$ cat config.mk
export PLATFORM = sky130hd
export DESIGN_NAME = serial_audio_tx
export DESIGN_NICKNAME = d
export VERILOG_FILES = /design/src/rtl/sdtx_pkg.sv /design/src/rtl/sdtx_edge.sv /design/src/rtl/sdtx_hold.sv /design/src/rtl/sdtx_shift.sv /design/src/rtl/serial_audio_tx.sv
export SDC_FILE = /design/constraint.sdc
export NUM_CORES = 1
export LEC_CHECK = 0
export BUFFER_PORTS_ARGS = -buffer_cell sky130_fd_sc_hd__clkbuf_2
export CORE_UTILIZATION = 50
export CTS_BUF_LIST = sky130_fd_sc_hd__clkbuf_4 sky130_fd_sc_hd__clkbuf_8 sky130_fd_sc_hd__clkbuf_16
export DETAILED_ROUTE_END_ITERATION = 8
export PLACE_DENSITY = 0.78
export SLEW_MARGIN = 10
export SYNTH_ARGS = -nofsm -noshare
export SYNTH_HDL_FRONTEND = slang
export SYNTH_SLANG_ARGS = --single-unit
$ cat constraint.sdc
create_clock -name clk -period 8.4 [get_ports clk]
set_input_delay 1.68 -clock clk [delete_from_list [all_inputs] [get_ports clk]]
set_output_delay 1.68 -clock clk [all_outputs]
set_load 0.05 [all_outputs]
$ cat src/rtl/sdtx_pkg.sv
package sdtx_pkg;

  typedef enum logic {
    FMT_LEFT_JUST = 1'b0,
    FMT_I2S       = 1'b1
  } sdtx_fmt_e;

  // Number of idle slots before the MSB of a half-frame
  function automatic logic lead_slots(input sdtx_fmt_e f);
    return (f == FMT_I2S);
  endfunction

endpackage

$ cat src/rtl/sdtx_edge.sv
module sdtx_edge (
  input  logic clk,
  input  logic rst_n,
  input  logic bclk_i,
  input  logic lrclk_i,
  output logic bit_fall_o,
  output logic lr_held_o
);

  logic bclk_q;

  // Reset to high so a bit clock parked high is not taken as an edge
  always_ff @(posedge clk) begin
    if (!rst_n) begin
      bclk_q    <= 1'b1;
      lr_held_o <= 1'b0;
    end else begin
      bclk_q <= bclk_i;
      if (bclk_i && !bclk_q) lr_held_o <= lrclk_i;
    end
  end

  assign bit_fall_o = bclk_q && !bclk_i;

endmodule

$ cat src/rtl/sdtx_hold.sv
module sdtx_hold #(
  parameter int unsigned WORD_W = 16
) (
  input  logic              clk,
  input  logic              rst_n,
  input  logic              valid_i,
  output logic              ready_o,
  input  logic [WORD_W-1:0] left_i,
  input  logic [WORD_W-1:0] right_i,
  input  logic              take_i,
  output logic              full_o,
  output logic [WORD_W-1:0] left_o,
  output logic [WORD_W-1:0] right_o
);

  assign ready_o = !full_o;

  always_ff @(posedge clk) begin
    if (!rst_n) begin
      full_o  <= 1'b0;
      left_o  <= '0;
      right_o <= '0;
    end else if (valid_i && ready_o) begin
      full_o  <= 1'b1;
      left_o  <= left_i;
      right_o <= right_i;
    end else if (take_i) begin
      full_o <= 1'b0;
    end
  end

  AST_READY_DROPS: assert property (@(posedge clk) disable iff (!rst_n)
    (valid_i && ready_o) |=> !ready_o);

  AST_HOLD_KEEP: assert property (@(posedge clk) disable iff (!rst_n)
    (full_o && !take_i) |=> ($stable(left_o) && $stable(right_o) && full_o));

endmodule

$ cat src/rtl/sdtx_shift.sv
module sdtx_shift
  import sdtx_pkg::*;
#(
  parameter int unsigned WORD_W = 16,
  parameter int unsigned SLOT_W = 6
) (
  input  logic              clk,
  input  logic              rst_n,
  input  logic              bit_fall_i,
  input  logic              lrclk_i,
  input  logic              lr_held_i,
  input  sdtx_fmt_e         fmt_i,
  input  logic              mute_i,
  input  logic              hold_full_i,
  input  logic [WORD_W-1:0] hold_left_i,
  input  logic [WORD_W-1:0] hold_right_i,
  output logic              take_o,
  output logic              sdata_o
);

  localparam int unsigned  IDX_W    = $clog2(WORD_W);
  localparam logic [SLOT_W-1:0] SLOT_TOP = {SLOT_W{1'b1}};
  localparam logic [SLOT_W-1:0] SLOT_WORD = SLOT_W'(WORD_W);

  logic [SLOT_W-1:0] slot_q, slot_nxt, dly, idx;
  logic [WORD_W-1:0] left_q, right_q, left_nxt, right_nxt, word;
  logic [IDX_W-1:0]  bit_sel;
  logic              new_half, left_phase, left_start, in_range, bit_nxt;

  assign new_half   = bit_fall_i && (lrclk_i != lr_held_i);
  assign left_phase = lrclk_i ^ fmt_i;
  assign left_start = new_half && left_phase;
  assign take_o     = left_start && hold_full_i;

  always_comb begin
    if (new_half)               slot_nxt = '0;
    else if (slot_q == SLOT_TOP) slot_nxt = slot_q;
    else                        slot_nxt = slot_q + 1'b1;
  end

  always_comb begin
    left_nxt  = left_q;
    right_nxt = right_q;
    if (left_start) begin
      left_nxt  = hold_full_i ? hold_left_i  : '0;
      right_nxt = hold_full_i ? hold_right_i : '0;
    end
  end

  assign word     = left_phase ? left_nxt : right_nxt;
  assign dly      = {{(SLOT_W-1){1'b0}}, lead_slots(fmt_i)};
  assign idx      = slot_nxt - dly;
  assign in_range = (slot_nxt >= dly) && (idx < SLOT_WORD);
  assign bit_sel  = IDX_W'(WORD_W - 1) - idx[IDX_W-1:0];
  assign bit_nxt  = in_range && !mute_i && word[bit_sel];

  always_ff @(posedge clk) begin
    if (!rst_n) begin
      slot_q  <= SLOT_TOP;
      left_q  <= '0;
      right_q <= '0;
      sdata_o <= 1'b0;
    end else if (bit_fall_i) begin
      slot_q  <= slot_nxt;
      left_q  <= left_nxt;
      right_q <= right_nxt;
      sdata_o <= bit_nxt;
    end
  end

  AST_I2S_LEAD_ZERO: assert property (@(posedge clk) disable iff (!rst_n)
    (new_half && fmt_i == FMT_I2S) |=> !sdata_o);

  AST_PAD_ZERO: assert property (@(posedge clk) disable iff (!rst_n)
    (bit_fall_i && !new_half && slot_q >= SLOT_WORD) |=> !sdata_o);

  AST_MUTE_ZERO: assert property (@(posedge clk) disable iff (!rst_n)
    (bit_fall_i && mute_i) |=> !sdata_o);

  AST_EMPTY_FRAME: assert property (@(posedge clk) disable iff (!rst_n)
    (left_start && !hold_full_i) |=> (left_q == '0 && right_q == '0));

endmodule

$ cat src/rtl/serial_audio_tx.sv
module serial_audio_tx
  import sdtx_pkg::*;
#(
  parameter int unsigned WORD_W    = 16,
  parameter int unsigned MAX_FRAME = 64,
  localparam int unsigned SLOT_W   = $clog2(MAX_FRAME)
) (
  input  logic              clk,
  input  logic              rst_n,
  input  logic              bclk_i,
  input  logic              lrclk_i,
  input  logic              fmt_i,
  input  logic              mute_i,
  input  logic              smp_valid_i,
  output logic              smp_ready_o,
  input  logic [WORD_W-1:0] smp_left_i,
  input  logic [WORD_W-1:0] smp_right_i,
  output logic              sdata_o
);

  logic              bit_fall, lr_held, take, hold_full;
  logic [WORD_W-1:0] hold_left, hold_right;
  sdtx_fmt_e         fmt;

  assign fmt = sdtx_fmt_e'(fmt_i);

  sdtx_edge u_edge (
    .clk        (clk),
    .rst_n      (rst_n),
    .bclk_i     (bclk_i),
    .lrclk_i    (lrclk_i),
    .bit_fall_o (bit_fall),
    .lr_held_o  (lr_held)
  );

  sdtx_hold #(.WORD_W(WORD_W)) u_hold (
    .clk     (clk),
    .rst_n   (rst_n),
    .valid_i (smp_valid_i),
    .ready_o (smp_ready_o),
    .left_i  (smp_left_i),
    .right_i (smp_right_i),
    .take_i  (take),
    .full_o  (hold_full),
    .left_o  (hold_left),
    .right_o (hold_right)
  );

  sdtx_shift #(.WORD_W(WORD_W), .SLOT_W(SLOT_W)) u_shift (
    .clk          (clk),
    .rst_n        (rst_n),
    .bit_fall_i   (bit_fall),
    .lrclk_i      (lrclk_i),
    .lr_held_i    (lr_held),
    .fmt_i        (fmt),
    .mute_i       (mute_i),
    .hold_full_i  (hold_full),
    .hold_left_i  (hold_left),
    .hold_right_i (hold_right),
    .take_o       (take),
    .sdata_o      (sdata_o)
  );

  AST_DOUT_ON_FALL: assert property (@(posedge clk) disable iff (!rst_n)
    !bit_fall |=> $stable(sdata_o));

endmodule

==> impl_summary.txt <==
----------------------------------------------------
[Status]
  Status ... complete, no violations

[Global routing]
  Global router's overall resource usage ... a little under a quarter
  Antenna violations before repair ... 0
  Global-route wire length before repair ... roughly 14 mm
  Pin count of the biggest net entering global routing ... 76
  Leftover overflow at the end of global routing ... 0
  Vias in the first global route ... roughly 3000

[Detailed routing]
  Via density per instance ... 5.73
  Detailed-route wire length ... 8.79 mm
  Number of routed nets with antenna violations ... 0
  1st-pass router iterations ... 4
  Violation count after the first detailed-route iteration ... 172
  DRC errors left ... 0
  Routed wire length per instance ... 14.8 µm
  Routed via count ... 3394

[Critical path]
  Largest fanout of any net on the critical path ... 13
  Critical path type ... primary input to flip-flop
  Start point of the critical path ... lrclk_i
  Startpoint of the worst-slack reg-to-reg timing path ... u_shift.slot_q[0]
  Critical path startpoint category ... primary input
  Required time reported for the critical path endpoint ... around 8.6 ns
  Worst reg2reg path depth ... 13
  Arrival time at the worst endpoint ... around 4.6 ns
  Worst reg-to-reg setup slack ... roughly 5 ns
  Reg2reg end ... u_shift.sdata_o
  Setup crit end kind ... flip-flop

[Pwr]
  Pwr/cell area ... roughly 200 mW/mm²
  Standby leakage power ... between 1.5 and 2 nW
  Peak supply drop ... approximately 0.096 mV
  Overall Power ... 0.821 mW

[Timing]
  Maximum frequency from static timing analysis ... ~0.23 GHz
  Slew Viols, Final ... 0
  Fin. Hold Viols ... 0
  Final critical-path share of the clock period ... between 50% and 60%
  Clock period minus worst slack ... about 4.4 ns
  Worst-margin pin slew ... around 1.2 ns
  Total negative slack for setup checks ... 0 ns
  Final count of negative-setup-slack endpoints ... 0
  Max Clock Skew ... roughly 0.013 ns
  Headroom to the max-slew limit ... a little under a fifth
  Unrepaired setup endpoints after global routing ... no

[Place]
  Buffers added on ports ... 40
  Final weighted congestion in routability-driven placement ... about 0.86
  Detail Placement HPWL ... 6.11 mm

[Logic synthesis]
  Synth Area in Adders ... 0.657%
  Top cell types by occurrence after synthesis ... nand2_1, dfxtp_1, a21boi_0
  Netlist area before placement ... between 0.003 and 0.004 mm²
  Main combinational cell family by area after synthesis ... compound AO/OA/AOI/OAI gates
  Post-synthesis sequential area ratio ... between 30% and 40%
  Share of Yosys cell area claimed by the top area cell type ... 38.9%
  Number of synthesized flops with an enable pin ... 0
  Synth warn ... 0
  FF+latch count, synth ... 74
  Cell count after synthesis ... roughly 470
  Largest cells by area after synthesis ... dfxtp_1, nand2_1, a21boi_0, nand3_1, clkbuf_1
  Post-synthesis net count ... ~500
  Fraction of synthesis flops using an asynchronous set or reset pin ... 0%
  Xor-xnor portion of the synthesized cell area ... around 1.8%
  Library cell with the highest instance count after synthesis ... nand2_1
  Compound-Gate Fraction of Synth Area ... between 20 and 30%
  Dominant cell type by area after synthesis ... dfxtp_1
  Fraction of the mapped netlist area in simple logic gates ... between 20% and 30%
  Flip-flop cell with the highest count after synthesis ... dfxtp_1
  Avg Synthesized Cell Area ... 8.12 µm²
  Mux share of post-synthesis cell area ... less than 1%
  Unique cell type count in the Yosys netlist ... 65

[Clocking]
  Deepest clock path buffer count ... 2
  H-tree lvl count ... 3
  Post_cts resized ... 0
  Clock-pin transition on the worst setup and hold timing paths ... 0.08 ns
  Clock tree from TritonCTS ... yes
  Number of CTS-inserted buffers ... 9
  Number of buffers inserted by hold repair at cts ... 0
  Root buf cell ... clkbuf_8
  CTS sink count ... 74
  Worst-Skew Late Latency ... ~0.35 ns
  Setup Buffers After CTS ... 0

[Worst hold path]
  Min-Delay Startpoint ... u_hold.left_o[8]
  Class of the worst hold path ... flip-flop to flip-flop
  Worst-case hold path end point ... u_hold.left_o[8]
  Worst Hold Depth ... 2

[Final layout]
  Share of cells above drive strength 1 ... between 10% and 20%
  ANT cells ... 0
  Fill count ... just over 700
  Total Nets Final ... between 500 and 600
  Post-synthesis to final-layout area growth ... 9.89%

[Floorplan]
  X dimension of the die ... about 89 µm
  Core footprint ... approximately 0.0073 mm²
  Height of the die ... slightly below 90 µm
  Area enclosed by the die boundary ... between 0.007 and 0.008 mm²
  Starting density of the core ... between 50% and 60%
  Site row count ... 31
  I/O pin total ... approximately 40

[Run]
  Count of maximum capacitance violations ... 0

----------------------------------------------------
## final cells by class
cell class | count | area (µm²) | area share (%)
Clock buffer | 9 | 124 | 2.96
Clock inverter | 7 | 58.8 | 1.41
Inverter | 6 | 22.5 | 0.538
Multi-Input combinational cell | 354 | 2150 | 51.4
Sequential cell | 74 | 1480 | 35.4
Tap cell | 99 | 124 | 2.96
Timing Repair Buffer | 43 | 223 | 5.32
## routing by layer
metal  vias up  wire length (µm)  GRT usage, %
li1       1702                 -             -
met1      1590              4040          30.8
met2        88              4220          38.5
met3        14               361          4.71
met4         0               162          9.52
met5         -                 0             0
## flip-flops by register name, summed over array words and instances, names as in the netlist
signal,cells
u_shift.sdata_o,1
u_edge.bclk_q,1
u_shift.right_q,16
u_shift.slot_q,6
u_edge.lr_held_o,1
u_shift.left_q,16
u_hold.full_o,1
u_hold.left_o,16
u_hold.right_o,16
## worst max-delay path, cell delays in order
cell and delay [ns]:
clkbuf_2 0.19, xnor2_1 0.45, nand2b_1 0.33, nand2_1 0.09, ha_1 0.49, inv_1 0.22
o21ai_1 0.18, o32ai_1 0.11, a211oi_1 0.31, nand2b_1 0.09, a311oi_1 0.33, a211oi_2 0.11
## stage by stage
step	setup WS [ns]	utilization (%)	std cells	hold WS (ns)	cell area [µm²]
2_1_floorplan	4.33	-	469	0.438	3810
3_3_place_gp	3.93	54.8	576	0.454	4000
3_5_place_dp	3.73	54.8	576	0.461	4000
4_1_cts	4.08	57.3	592	0.473	4180
5_1_grt	3.80	57.4	592	0.490	4190
6_report	4.05	57.4	592	0.468	4190
## logic make-up after synthesis
kind of cell / after synthesis
compound gates: 136
buf+inv: 41
fa+ha+maj: 2
simple gates: 208
mux: 2
flops: 74
xor+xnor: 6
## power by group
| group | switching [mW] | internal, mW |
|---|---|---|
| sequential | 0.0128 | 0.365 |
| combinational | 0.113 | 0.0733 |
| clock | 0.145 | 0.112 |
## cell usage in the layout (no fill, tap or decap), drive strengths merged, types with 2 or more instances in the layout
| cell type | instances |
|---|---|
| clkinv | 2 |
| and4 | 3 |
| o221ai | 8 |
| or3b | 4 |
| dfxtp | 74 |
| clkbuf | 49 |
| o22ai | 6 |
| nor2 | 6 |
| xnor2 | 4 |
| a31oi | 3 |
| nor4b | 2 |
| a21boi | 61 |
| a211oi | 2 |
| inv | 10 |
| o21a | 2 |
| a21oi | 10 |
| a2111oi | 2 |
| nor3 | 3 |
| o32ai | 2 |
| or3 | 2 |
| nand3 | 32 |
| or4b | 2 |
| nor2b | 8 |
| a22oi | 4 |
| nand2b | 8 |
| o221a | 4 |
| xor2 | 2 |
| ha | 2 |
| o311ai | 2 |
| a221oi | 2 |
| buf | 3 |
| o21ai | 13 |
| o211ai | 7 |
| and2 | 5 |
| nand2 | 126 |
| mux2i | 2 |
## worst max-delay path by stage
stage | endpoint | slack (ns)
after global routing | u_shift.sdata_o | 3.80
after floorplan | u_shift.sdata_o | 4.33
after detailed placement | u_shift.sdata_o | 3.73
after CTS | u_shift.sdata_o | 4.08
final | u_shift.sdata_o | 4.05
after global placement | u_shift.sdata_o | 3.93
No activity file was read; power rests on OpenSTA's default activity.
